[src/rtl/osd_cag_pkg.sv]
package osd_cag_pkg;

    localparam int CODE_W_DEF  = 8;
    localparam int BANK_W_DEF  = 3;
    localparam int PAGE_AW_DEF = 9;

    typedef enum logic [1:0] {
        KIND_FONT    = 2'd0,
        KIND_ROW_END = 2'd1,
        KIND_WIN_END = 2'd2
    } code_kind_e;

    typedef enum logic {
        SEQ_IDLE = 1'b0,
        SEQ_RUN  = 1'b1
    } seq_state_e;

    function automatic code_kind_e classify_code(input logic [CODE_W_DEF-1:0] code);
        if (code == '0)
            return KIND_WIN_END;
        else if (code == CODE_W_DEF'(1))
            return KIND_ROW_END;
        else
            return KIND_FONT;
    endfunction

endpackage

[src/rtl/osd_bank_regs.sv]
module osd_bank_regs #(
    parameter int BANK_W = osd_cag_pkg::BANK_W_DEF,
    parameter int NSEL   = 4,
    localparam int SEL_W = $clog2(NSEL)
) (
    input  logic              clk,
    input  logic              rst,
    input  logic              we,
    input  logic [SEL_W-1:0]  sel,
    input  logic [BANK_W-1:0] wdata,
    output logic [BANK_W-1:0] bank_o [NSEL]
);

    for (genvar i = 0; i < NSEL; i++) begin : g_reg
        logic [BANK_W-1:0] q;
        always_ff @(posedge clk) begin
            if (rst)
                q <= BANK_W'(i);
            else if (we && (sel == SEL_W'(i)))
                q <= wdata;
        end
        assign bank_o[i] = q;
    end

endmodule

[src/rtl/osd_code_decode.sv]
module osd_code_decode
    import osd_cag_pkg::*;
#(
    parameter int CODE_W = CODE_W_DEF,
    parameter int BANK_W = BANK_W_DEF,
    localparam int SEL_W   = 2,
    localparam int NSEL    = 1 << SEL_W,
    localparam int LOW_W   = CODE_W - SEL_W,
    localparam int FONT_AW = BANK_W + LOW_W
) (
    input  logic [CODE_W-1:0]  code,
    input  logic [BANK_W-1:0]  banks [NSEL],
    output code_kind_e         kind,
    output logic [FONT_AW-1:0] addr,
    output logic               multi_color
);

    logic [SEL_W-1:0]  sel;
    logic [BANK_W-1:0] bank;

    always_comb begin
        sel         = code[CODE_W-1 -: SEL_W];
        bank        = banks[sel];
        addr        = {bank, code[LOW_W-1:0]};
        multi_color = &bank[1:0];
        kind        = classify_code(code);
    end

endmodule

[src/rtl/osd_fetch_seq.sv]
module osd_fetch_seq
    import osd_cag_pkg::*;
#(
    parameter int PAGE_AW = PAGE_AW_DEF
) (
    input  logic               clk,
    input  logic               rst,
    input  logic               start,
    input  logic               next_chr,
    input  logic               resp_stop,
    output logic               ram_re,
    output logic [PAGE_AW-1:0] ram_addr,
    output logic               resp_vld,
    output logic               resp_last
);

    localparam logic [PAGE_AW-1:0] LAST_IDX = '1;

    seq_state_e         st_q;
    logic [PAGE_AW-1:0] ptr_q;
    logic               pend_q;
    logic               last_q;

    assign ram_re    = (st_q == SEQ_RUN) && next_chr && !pend_q && !start;
    assign ram_addr  = ptr_q;
    assign resp_vld  = pend_q;
    assign resp_last = last_q;

    always_ff @(posedge clk) begin
        if (rst) begin
            st_q   <= SEQ_IDLE;
            ptr_q  <= '0;
            pend_q <= 1'b0;
            last_q <= 1'b0;
        end else begin
            pend_q <= ram_re;
            last_q <= ram_re && (ptr_q == LAST_IDX);
            if (start) begin
                st_q  <= SEQ_RUN;
                ptr_q <= '0;
            end else begin
                if (ram_re)
                    ptr_q <= ptr_q + 1'b1;
                if (pend_q && resp_stop)
                    st_q <= SEQ_IDLE;
            end
        end
    end

endmodule

[src/rtl/osd_char_addr_gen.sv]
module osd_char_addr_gen
    import osd_cag_pkg::*;
#(
    parameter int CODE_W  = CODE_W_DEF,
    parameter int BANK_W  = BANK_W_DEF,
    parameter int PAGE_AW = PAGE_AW_DEF,
    localparam int SEL_W   = 2,
    localparam int NSEL    = 1 << SEL_W,
    localparam int FONT_AW = BANK_W + CODE_W - SEL_W
) (
    input  logic               clk,
    input  logic               rst,
    input  logic               cfg_we,
    input  logic [SEL_W-1:0]   cfg_sel,
    input  logic [BANK_W-1:0]  cfg_bank,
    input  logic               start,
    input  logic               next_chr,
    output logic               ram_re,
    output logic [PAGE_AW-1:0] ram_addr,
    input  logic [CODE_W-1:0]  ram_rdata,
    output logic [FONT_AW-1:0] font_addr,
    output logic               font_vld,
    output logic               four_color,
    output logic               row_done,
    output logic               win_done
);

    logic [BANK_W-1:0]  banks [NSEL];
    code_kind_e         kind;
    logic [FONT_AW-1:0] dec_addr;
    logic               dec_multi;
    logic               resp_vld;
    logic               resp_last;
    logic               resp_stop;

    osd_bank_regs #(.BANK_W(BANK_W), .NSEL(NSEL)) bank_i (
        .clk    (clk),
        .rst    (rst),
        .we     (cfg_we),
        .sel    (cfg_sel),
        .wdata  (cfg_bank),
        .bank_o (banks)
    );

    osd_code_decode #(.CODE_W(CODE_W), .BANK_W(BANK_W)) dec_i (
        .code        (ram_rdata),
        .banks       (banks),
        .kind        (kind),
        .addr        (dec_addr),
        .multi_color (dec_multi)
    );

    assign resp_stop = resp_last || (kind == KIND_WIN_END);

    osd_fetch_seq #(.PAGE_AW(PAGE_AW)) seq_i (
        .clk       (clk),
        .rst       (rst),
        .start     (start),
        .next_chr  (next_chr),
        .resp_stop (resp_stop),
        .ram_re    (ram_re),
        .ram_addr  (ram_addr),
        .resp_vld  (resp_vld),
        .resp_last (resp_last)
    );

    always_comb begin
        font_vld   = resp_vld && !resp_last && (kind == KIND_FONT);
        row_done   = resp_vld && !resp_last && (kind == KIND_ROW_END);
        win_done   = resp_vld && resp_stop;
        four_color = font_vld && dec_multi;
        font_addr  = font_vld ? dec_addr : '0;
    end

endmodule

[config.mk]
export PLATFORM = sky130hd
export DESIGN_NAME = osd_char_addr_gen
export DESIGN_NICKNAME = d
export VERILOG_FILES = /design/src/rtl/osd_cag_pkg.sv /design/src/rtl/osd_bank_regs.sv /design/src/rtl/osd_code_decode.sv /design/src/rtl/osd_fetch_seq.sv /design/src/rtl/osd_char_addr_gen.sv
export SDC_FILE = /design/constraint.sdc
export NUM_CORES = 1
export LEC_CHECK = 0
export BUFFER_PORTS_ARGS = -buffer_cell sky130_fd_sc_hd__clkbuf_2
export CAP_MARGIN = 10
export CORE_MARGIN = 2
export CORE_UTILIZATION = 44
export CTS_CLUSTER_DIAMETER = 30
export DETAILED_ROUTE_END_ITERATION = 7
export HOLD_SLACK_MARGIN = 0.12
export PLACE_DENSITY = 0.84
export SYNTH_ARGS = -nofsm -noshare
export SYNTH_HDL_FRONTEND = slang
export SYNTH_SLANG_ARGS = --single-unit
export TNS_END_PERCENT = 30
[constraint.sdc]
create_clock -name clk -period 1.3 [get_ports clk]
set_input_delay 0.065 -clock clk [delete_from_list [all_inputs] [get_ports clk]]
set_output_delay 0.065 -clock clk [all_outputs]
set_load 0.05 [all_outputs]
# Word-level counts from Yosys, hierarchy flattened
# Cells that the tools add are included.
# word_totals
elab_cells	49
inputBits	18
out_inout_bits	23
register_bits	24
# op_classes
reduce_logical	23
magnitude_cmp	1
eq_ne	7
n_mux	8
bitwise_logic	1
add_sub_neg	1
# ops
op	count
1-bit logical AND	13
9-bit by 1-bit adder with 9-bit output (second input constant)	1
9-bit equality test (second input constant)	1
9-bit two-way mux	1
8-bit by 1-bit equality test with 1-bit output (second input constant)	1
8-bit logical NOT	1
3-bit binary-select mux with 2-bit select	1
2-bit equality test (second input constant)	3
3-bit two-way mux	2
2-bit by 1-bit equality test with 1-bit output (second input constant)	2
2-bit logical NOT	2
3-bit greater-or-equal comparator (second input constant)	1
1-bit logical NOT	3
1-bit two-way mux	3
2-bit inverter with 3-bit output	1
2-bit two-way mux	1
2-bit AND reduction	1
2-bit nonzero test	1
2-bit OR reduction	1
1-bit logical OR	1

# Longest topological paths before layout
# Gate-level depths: netlist of run 1.
# logic_depth
ltp_word	8
mapped_depth	6
ltp_nobuf	6

# Hierarchy
# From an unflattened synthesis of run 1, not the netlist that was laid out.
# hier_totals
cells_unflattened	137
hier_area_um2	1315.0
# by_module_without_submodules
mod	area_per_inst_um2	instances	cells_each
osd_fetch_seq	531.8	1	60
osd_bank_regs	495.5	1	46
osd_code_decode	157.7	1	15
osd_char_addr_gen	130.1	1	16

# Worst setup path before layout of run 1
# OpenSTA, ideal clock, no wires.
# synth_timing
path_kind	reg2reg
start	register seq_i.ptr_q[0] (netlist: seq_i.ram_addr[0])
end	register seq_i.ptr_q[8] (netlist: seq_i.ram_addr[8])
setup_time_ps	128
required_time_ps	1172
slack_ps	-365
period_less_slack_ps	1665
path_stages_with_launch	7
arrival_ps	1537
path_cell_list	dfxtp_1 > ha_1 > nand3_1 > nor3_1 > ha_1 > nand2_1 > a21oi_1
# synth_between
elab_chain_cells	1
# synth_rtl
element	line	text
from (decl)	osd_fetch_seq.sv:20	logic [PAGE_AW-1:0] ptr_q;
from (signal assigned)	osd_fetch_seq.sv:43	ptr_q <= ptr_q + 1'b1;
9-bit by 1-bit adder with 9-bit output	osd_fetch_seq.sv:43	
# Every way passes these cells.
# A chain may end at the register's enable or synchronous reset.

# Worst setup path in the final report of run 1
# layout_timing
start	register bank_i.g_reg[0].q[0]
end	output port four_color
# layout_between
elab_chain_cells	5
# layout_rtl
element	line	text
from (decl)	osd_bank_regs.sv:15	logic [BANK_W-1:0] q;
from (signal assigned)	osd_bank_regs.sv:18	q <= BANK_W'(i);
from (signal assigned)	osd_bank_regs.sv:20	q <= wdata;
3-bit binary-select mux with 2-bit select	osd_code_decode.sv:23	bank = banks[sel];
3-bit two-way mux (implied by the code) (2 in a row)	osd_code_decode.sv:23	
2-bit AND reduction	osd_code_decode.sv:25	multi_color = &bank[1:0];
1-bit logical AND	osd_char_addr_gen.sv:71	four_color = font_vld && dec_multi;
to (decl)	osd_char_addr_gen.sv:23	output logic four_color,
# Every way passes these cells. The select of a mux whose other input is x is not followed.

==> results of run 1 <==
==> worst max-delay path, delay by kind of cell, from the launching register on <==
kind | cells | cell delay, ps
mux | 1 | 480
simple gates | 1 | 200
flops | 1 | 350
buf+inv | 1 | 140
==> cells in the final DEF (no fill, tap or decap), types with 5 or more instances in the layout <==
master / count
inv_1: 5
dfxtp_1: 6
nand3_1: 5
and2_4: 5
a21oi_1: 7
dfxtp_2: 14
nor2_1: 14
nand2_1: 10
clkbuf_2: 26
buf_4: 7
buf_8: 12
or3_1: 5
mux2i_1: 9
==> cell families (layout without fill, tap and decap cells) <==
group                      after synthesis  after routing  synth area share
AOI/OAI and AO/OA                       19             19            0.0980
adders and majority gates                2              2            0.0211
muxes                                   12             12             0.142
buffers and inverters                   11             65            0.0358
and+or+nand+nor                         61             61             0.291
xor gates and xnor gates                 1              1           0.00738
DFF                                     24             24             0.405
==> through the flow <==
| step | util | hold slack, ps | total power, µW |
|---|---|---|---|
| final | 0.728 | 59.5 | 1420 |
| after global routing | 0.728 | 60.7 | 1480 |
| after CTS | 0.685 | 69.5 | 1390 |
| after detailed placement | 0.593 | 348 | 976 |
| after global placement | 0.593 | 341 | 970 |
| after floorplan | - | 209 | 903 |
==> cell type report <==
type	instances	share of cell area
tap	30	0.0204
multi-input combinational	95	0.401
clock buffer	4	0.0198
timing repair buffer	55	0.265
sequential	24	0.279
inverter	6	0.0143
==> power by group through the flow <==
stage                     logic, µW  clock network, µW  registers [µW]
after floorplan                 124                  0             779
after global placement          192                  0             777
after detailed placement        197                  0             779
after CTS                       234                393             765
after global routing            282                429             769
final                           262                395             767
==> registers in the layout, summed over array words and instances, names as in the netlist <==
register and count:
bank_i.g.q 12, seq_i.ram_addr 9, seq_i.resp_last 1, seq_i.resp_vld 1, seq_i.st_q 1
==> per-layer routing <==
| layer | up-vias | share of wire | global-route usage |
|---|---|---|---|
| met5 | - | 0 | 0 |
| met4 | 0 | 0.019 | 0.0714 |
| met3 | 6 | 0.049 | 0.0209 |
| met2 | 48 | 0.53 | 0.332 |
| met1 | 544 | 0.40 | 0.251 |
| li1 | 574 | - | - |
==> how the worst min path moves through the flow <==
stage                           end  slack (ps)  cells after the start
6_report             seq_i.resp_vld          60                      3
5_1_grt              seq_i.resp_vld          60                      3
4_1_cts              seq_i.resp_vld          70                      3
3_5_place_dp   bank_i.g_reg[1].q[1]         350                      3
3_3_place_gp   bank_i.g_reg[1].q[1]         340                      3
2_1_floorplan  bank_i.g_reg[1].q[1]         210                      2
==> timing repair <==
action / in CTS / in global routing
hold endpoints to repair: 13 / 1
endpoints found under the setup margin: 19 / 21
buffers inserted: 1 / 2
cloned: 0 / 1
resized for setup: 43 / 35
pin swaps: 3 / 11
==> flow_summary.toml, run 1 <==
[placement]
finalWeightedCongestion = 0.895
dp_hpwl_um = 1980
dp.cells = 202
dp_worst_setup_slack_ps = -126
port_buffers = 40
dpl_cell_area_um2 = 1500

[layout]
final_area_um2 = 1840
syn2layout_area_growth_pct = 54.6
fin_cells = 214
layout-drive-gt1-share = 0.527
fillers = 171
seq_area_um2 = 513
antennaDiodeCount = 0
nets = 205
multi_input_area_um2 = 736

[clock_network]
numCtsBuffers = 3
cts_hold_buf = 4
cts_buffer_depth = 2
clock_sinks = 24
clkTransAtPathRegs_ps = 130
clock_latency_ps = 310
tritoncts = "yes"
clock_tree.root_cell = "clkbuf_4"
htree_levels = 1

[setup_path]
r2r-end = "seq_i.ram_addr[6]"
regToRegSetupSlack_ps = -60
endpoint = "four_color"
cp.arrival_ps = 1480
critPathKind = "reg2out"
path_cells = "mux4_2 -> and4_4 -> buf_8"
r2r_start = "seq_i.resp_vld"
worstRegToRegCells = 3
crit_path_end_kind = "output port"
crit_start = "bank_i.g_reg[0].q[0]"
required_ps = 1240
cp_max_fo = 2
slowest_delay_ps = 480
critPathSlowestCell = "mux4_2"
start_kind = "flop"

[die]
core_area_um2 = 2520
die_w_um = 56.0
fp.dieArea_um2 = 3130
start_util = 0.471
floorplan.rows = 18
ioPinCount = 41
die_h_um = 56.0

[global_route]
grt_pass1_vias = 1052
grt_antenna_before_repair = 0
grt_first_pass_wirelength_um = 4860
grt_max_degree = 18
grt_use_total = 0.193
grt_overflow_total = 0

[drt]
drc = 0
dr.pass1.iters = 4
detail-route-antenna-nets = 0
drt_first_iter_violations = 27
via_count = 1172
wl_um = 3030
viasPerCell = 5.48
wl_per_cell_um = 14.1

[timing]
slew_headroom = 0.781
fin_setup_tns_ps = -1990
finalClockSkew_ps = 2.70
worst_slack_ps = -249
fmax_mhz = 645
rsz0062_at_grt = "true"
hold_viol = 0
setup_viol = 17
min_period_over_period = 1.19
min_period_ps = 1550
tightest_slew_ps = 326
report.final.slew_viol_count = 0

[power_and_ir_drop]
combPwrFrac = 0.184
p_leak_uw = 0.000792
p_switching_uw = 374
p_clk_frac = 0.277
power.internal_uw = 1050
power_density_nw_per_um2 = 775
ir_worst_vdd_mv = 0.724
p_seq_frac = 0.539
swShare = 0.263

[synthesis]
synth_area_um2 = 1190
yosysSeqAreaShare = 0.405
synth_cells = 130
yosysMostFrequentCell = "dfxtp_1"
syn_nets = 150
yosys_warnings = 0
synthTopCellsByCount = "dfxtp_1, nor2_1, nand2_1, mux2i_1, a21oi_1"
synth-async-reset-ratio = 0
synth_top_area_cell = "dfxtp_1"
synthTopCellsByArea = "dfxtp_1, mux2i_1, mux4_1"
ys_ff_latch = 24
synthFlopType = "dfxtp_1"
synth.distinct_cells = 33
yosysTopAreaCellShare = 0.405
syn_avg_cell_area_um2 = 9.13
synth_edf_count = 0

[min_path]
hold_path_class = "in2reg"
hold_path.startpoint = "next_chr"

[run]
max_cap_viol_count = 0

[run_status]
outcome = "complete, but fails checks"
violations = "negative setup slack"
Power figures use the tool's default switching activity.
==> inputs of run 2 (changes only) <==
--- a/config.mk
+++ b/config.mk
@@ -8,12 +8,14 @@
 export BUFFER_PORTS_ARGS = -buffer_cell sky130_fd_sc_hd__clkbuf_2
 export CAP_MARGIN = 10
 export CORE_MARGIN = 2
-export CORE_UTILIZATION = 44
+export CORE_UTILIZATION = 50
 export CTS_CLUSTER_DIAMETER = 30
 export DETAILED_ROUTE_END_ITERATION = 7
 export HOLD_SLACK_MARGIN = 0.12
-export PLACE_DENSITY = 0.84
+export PLACE_DENSITY = 0.88
+export SKIP_CTS_REPAIR_TIMING = 1
 export SYNTH_ARGS = -nofsm -noshare
 export SYNTH_HDL_FRONTEND = slang
+export SYNTH_HIERARCHICAL = 1
 export SYNTH_SLANG_ARGS = --single-unit
 export TNS_END_PERCENT = 30
==> constraint.sdc (replaced) <==
create_clock -name clk -period 1.43 [get_ports clk]
set_input_delay 0.0715 -clock clk [delete_from_list [all_inputs] [get_ports clk]]
set_output_delay 0.0715 -clock clk [all_outputs]
set_load 0.05 [all_outputs]
==> run 2 against run 1 <==
Compared with the run above:
- the run still ends with negative setup slack left
- count of clock-buffer cells in the layout unchanged
- total power decreased by 14%
- wire length decreased by 3.7%
- synthesized cell count increased by 5.4%
- register-to-register slack improved by 80 ps
- hold slack improved by 73 ps
- non-clock buffer count decreased by 3
- via count decreased by 0.17%
- highest routed layer unchanged
==> flow_summary.toml, run 2 <==
[power_and_ir_drop]
ir_worst_vdd_mv = 0.585
swShare = 0.244
p_seq_frac = 0.564
p_clk_frac = 0.288
power_density_nw_per_um2 = 697
combPwrFrac = 0.148
design_power_total_uw = 1230
p_leak_uw = 0.000784
power.internal_uw = 929
p_switching_uw = 300

[drt]
via_count = 1170
dr_wl_met3_um = 128
wl_um = 2920
met2_length_um = 1540
viasPerCell = 5.49
drt-met1-wl_um = 1210
drt_first_iter_violations = 26
drc = 0
dr.pass1.iters = 4
routed.top_layer = "met4"
wl_per_cell_um = 13.7
detail-route-antenna-nets = 0

[die]
start_util = 0.531
die_h_um = 55.3
ioPinCount = 41
floorplan.rows = 18
fp.dieArea_um2 = 3060
core_area_um2 = 2480
die_w_um = 55.3

[synthesis]
yosysSeqAreaShare = 0.365
yosysTopAreaCellShare = 0.365
yosys_warnings = 6
synth_cells = 137
synth.distinct_cells = 32
synthTopCellsByCount = "dfxtp_1, mux2i_1, nand2b_1, nor2_1, and2_2"
synth_area_um2 = 1320
ys_ff_latch = 24
synthFlopType = "dfxtp_1"
synthTopCellsByArea = "dfxtp_1, mux2i_1, and2_2"
synth-async-reset-ratio = 0
synth_top_area_cell = "dfxtp_1"
yosysMostFrequentCell = "dfxtp_1"
syn_avg_cell_area_um2 = 9.60
synth_edf_count = 0
syn_nets = 157

[timing]
setup_viol = 14
timing.hold.ws_ps = 132
tightest_slew_ps = 337
rsz0062_at_grt = "true"
report.final.slew_viol_count = 0
worst_slack_ps = -223
fmax_mhz = 605
hold_viol = 0
finalClockSkew_ps = 0.764
min_period_ps = 1650
min_period_over_period = 1.16
slew_headroom = 0.775

[setup_path]
critPathKind = "reg2out"
crit_family = "multiplexers"
crit_path_end_kind = "output port"
required_ps = 1360
crit_top_cell = "and2_4"
cp.arrival_ps = 1580
cp_num_buf_inv = 1
path_cells = "mux4_2 -> and2_4 -> and2_4 -> buf_8"
start_kind = "flop"
slowest_delay_ps = 490
critPathSlowestCell = "mux4_2"
cp_max_fo = 2

[clock_network]
htree_levels = 1
tritoncts = "yes"
clkTransAtPathRegs_ps = 130
clock_sinks = 24
cts_buffer_depth = 2
clock_latency_ps = 320
clock_tree.root_cell = "clkbuf_4"
numCtsBuffers = 3

[layout]
nets = 204
largest_register_ffs = 12
top_register = "bank_i/g.q"
fin_util = 0.712
antennaDiodeCount = 0
layout-drive-gt1-share = 0.459
syn2layout_area_growth_pct = 34.2
layout_common_cells = "clkbuf_2, dfxtp_1, buf_6, mux2i_1"
mostFrequentLayoutCell = "clkbuf_2"

[placement]
port_buffers = 40
dp_hpwl_um = 2160
finalWeightedCongestion = 0.760

[run_status]
outcome = "complete, but fails checks"
violations = "negative setup slack"

[global_route]
grt_max_degree = 22
grt_use_total = 0.189
grt_first_pass_wirelength_um = 4660
grt_pass1_vias = 1058
grt_antenna_before_repair = 0
grt_overflow_total = 0

[min_path]
hold_path_class = "in2reg"

[run]
max_cap_viol_count = 0
[run 2: cell types whose count changed after synthesis, sizes merged, moves of 4 or more]
cell / previous run / this run
and2: 7 / 12
buf: 2 / 10
nand2: 11 / 7
nand2b: 0 / 11
nor2: 15 / 11
[run 2: final cells by class]
| type | count | area, µm² |
|---|---|---|
| multi-input cells | 99 | 790 |
| well taps | 30 | 37.5 |
| flip-flops and latches | 24 | 492 |
| repair buffers | 52 | 394 |
| clock buffers | 4 | 36.3 |
| fillers | 179 | 713 |
| inverters | 4 | 15.0 |
[run 2: worst min-delay path: stages]
cell,delay [ps]
clkbuf_2,100
or2_2,210
a21oi_2,50
[run 2: layer usage]
layer | vias to the layer above | track usage
met3 | 4 | 0.0281
met2 | 37 | 0.335
met1 | 558 | 0.228
met4 | 0 | 0.0732
li1 | 571 | -
met5 | - | 0
[run 2: logic make-up (layout without fill, tap and decap cells)]
family,after synthesis,after routing,synth area share
compound gates,16,16,0.0742
xor+xnor,1,1,0.00666
fa+ha+maj,2,2,0.0190
buf+inv,14,60,0.0618
flops,24,24,0.365
mux,15,15,0.148
simple gates,65,65,0.324
[run 2: metrics by stage]
step | setup WS, ps | setup TNS, ps | instance area [µm²] | cells
6_report | -223 | -2370 | 1760 | 213
5_1_grt | -285 | -3040 | 1760 | 213
4_1_cts | -523 | -6160 | 1580 | 206
3_5_place_dp | -208 | -2590 | 1540 | 202
3_3_place_gp | -147 | -1660 | 1540 | 202
2_1_floorplan | -45.0 | -424 | 1340 | 137
[run 2: power groups by stage]
stage / combinational, µW / clock, µW / sequential (µW)
2_1_floorplan: 103 / 0 / 707
3_5_place_dp: 153 / 0 / 708
3_3_place_gp: 147 / 0 / 706
5_1_grt: 198 / 386 / 696
4_1_cts: 153 / 366 / 693
6_report: 181 / 354 / 693
[run 2: worst paths after layout]
path / depth (start not counted) / from / slack [ps] / end
hold / removal: 3 / start / 130 / seq_i/ram_addr[5]
setup / recovery: 4 / bank_i/g_reg[3].q[1] / -220 / four_color
setup reg to reg: 3 / seq_i/resp_vld / 20 / seq_i/ram_addr[5]
hold reg to reg: 2 / bank_i/g_reg[3].q[2] / 490 / bank_i/g_reg[3].q[2]
==> inputs of run 3 (changes only) <==
--- a/config.mk
+++ b/config.mk
@@ -12,7 +12,7 @@
 export CTS_CLUSTER_DIAMETER = 30
 export DETAILED_ROUTE_END_ITERATION = 7
 export HOLD_SLACK_MARGIN = 0.12
-export PLACE_DENSITY = 0.88
+export PLACE_DENSITY = 0.76
 export SKIP_CTS_REPAIR_TIMING = 1
 export SYNTH_ARGS = -nofsm -noshare
 export SYNTH_HDL_FRONTEND = slang
==> run 3 against run 2 <==
Compared with the run above:
- the flow still finishes with violations (negative setup slack)
- first-iteration DRC count increased by 92%
- die area unchanged
- hold slack got worse by 39 ps
- critical endpoint unchanged
==> flow_summary.toml, run 3 (synthesis results as in run 2) <==
[power_and_ir_drop]
design_power_total_uw = 1370
combPwrFrac = 0.134
p_switching_uw = 316
p_leak_uw = 0.000782
p_clk_frac = 0.362
ir_worst_vdd_mv = 0.621
swShare = 0.230
power_density_nw_per_um2 = 773
power.internal_uw = 1060
p_seq_frac = 0.504

[clock_network]
tritoncts = "yes"
cts_buffer_depth = 2
clock_latency_ps = 330
htree_levels = 1
clock_tree.root_cell = "clkbuf_4"
clock_sinks = 24
numCtsBuffers = 3
clkTransAtPathRegs_ps = 140

[die]
die_h_um = 55.3
fp.dieArea_um2 = 3060
start_util = 0.531
core_area_um2 = 2480
floorplan.rows = 18
ioPinCount = 41
die_w_um = 55.3

[drt]
drt_first_iter_violations = 50
viasPerCell = 5.38
wl_um = 2850
detail-route-antenna-nets = 0
drc = 0
via_count = 1141
wl_per_cell_um = 13.4
dr.pass1.iters = 4

[global_route]
grt_first_pass_wirelength_um = 4570
grt_use_total = 0.184
grt_antenna_before_repair = 0
grt_overflow_total = 0
grt_max_degree = 22
grt_pass1_vias = 1035

[timing]
fmax_mhz = 600
hold_viol = 0
report.final.slew_viol_count = 0
worst_slack_ps = -236
slew_headroom = 0.786
finalClockSkew_ps = 2.10
setup_viol = 13
tightest_slew_ps = 322
min_period_ps = 1670
timing.hold.ws_ps = 93.6
min_period_over_period = 1.17
rsz0062_at_grt = "true"

[setup_path]
required_ps = 1360
critPathSlowestCell = "mux4_2"
cp_max_fo = 2
critPathKind = "reg2out"
cp.arrival_ps = 1590
crit_top_cell = "and2_4"
crit_family = "multiplexers"
cp_num_buf_inv = 1
crit_path_end_kind = "output port"
start_kind = "flop"
path_cells = "mux4_2 -> and2_4 -> and2_4 -> buf_8"
slowest_delay_ps = 490

[layout]
fin_util = 0.717
mostFrequentLayoutCell = "clkbuf_2"
fillers = 180
layout_common_cells = "clkbuf_2, dfxtp_1, mux2i_1, buf_6"
layout-drive-gt1-share = 0.462
top_register = "bank_i/g.q"
largest_register_ffs = 12
syn2layout_area_growth_pct = 35.1
nets = 203
antennaDiodeCount = 0

[placement]
dp_hpwl_um = 2030
finalWeightedCongestion = 0.795
dp_worst_setup_slack_ps = -233
port_buffers = 40

[run]
max_cap_viol_count = 0

[min_path]
hold_path_class = "in2reg"

[run_status]
violations = "negative setup slack"
outcome = "complete, but fails checks"
==> run 3: per-layer routing <==
layer | track usage | up-vias | wire length, µm
met5 | 0 | - | 0
met4 | 0.0732 | 0 | 75
met3 | 0.0234 | 7 | 170
met2 | 0.310 | 44 | 1360
met1 | 0.239 | 524 | 1240
li1 | - | 566 | -
==> run 3: path summary, 6_finish.rpt <==
| check | end | slack, ps | startpoint | depth (start not counted) |
|---|---|---|---|---|
| setup / recovery | four_color | -240 | bank_i/g_reg[3].q[1] | 4 |
| hold reg to reg | bank_i/g_reg[1].q[2] | 490 | bank_i/g_reg[1].q[2] | 2 |
| setup reg to reg | seq_i/ram_addr[7] | 70 | seq_i/resp_vld | 3 |
| hold / removal | bank_i/g_reg[1].q[2] | 90 | cfg_bank[2] | 3 |
==> run 3: tightest hold or removal path: stages <==
cell and delay, ps:
clkbuf_2 80, nand2b_1 140, mux2i_1 90
==> run 3: area by class of cell <==
| type | count | area (µm²) | area share |
|---|---|---|---|
| multi-input cells | 99 | 786 | 0.442 |
| clock inverters | 1 | 30.0 | 0.0169 |
| clock buffers | 3 | 22.5 | 0.0127 |
| flip-flops and latches | 24 | 493 | 0.277 |
| well taps | 30 | 37.5 | 0.0211 |
| inverters | 4 | 20.0 | 0.0113 |
| repair buffers | 51 | 388 | 0.218 |
==> run 3: power groups by stage <==
stage | clock, µW | combinational [µW] | sequential [µW]
floorplan | 0 | 103 | 707
global placement | 0 | 149 | 706
detailed placement | 0 | 154 | 707
CTS | 507 | 154 | 692
global route | 532 | 199 | 696
finish | 498 | 183 | 693
==> run 3: per-stage QoR <==
stage	cell area (µm²)	cells	setup TNS [ps]
floorplan	1340	137	-424
global placement	1540	202	-1610
detailed placement	1540	202	-2820
CTS	1600	206	-5860
global route	1780	212	-2960
finish	1780	212	-2300
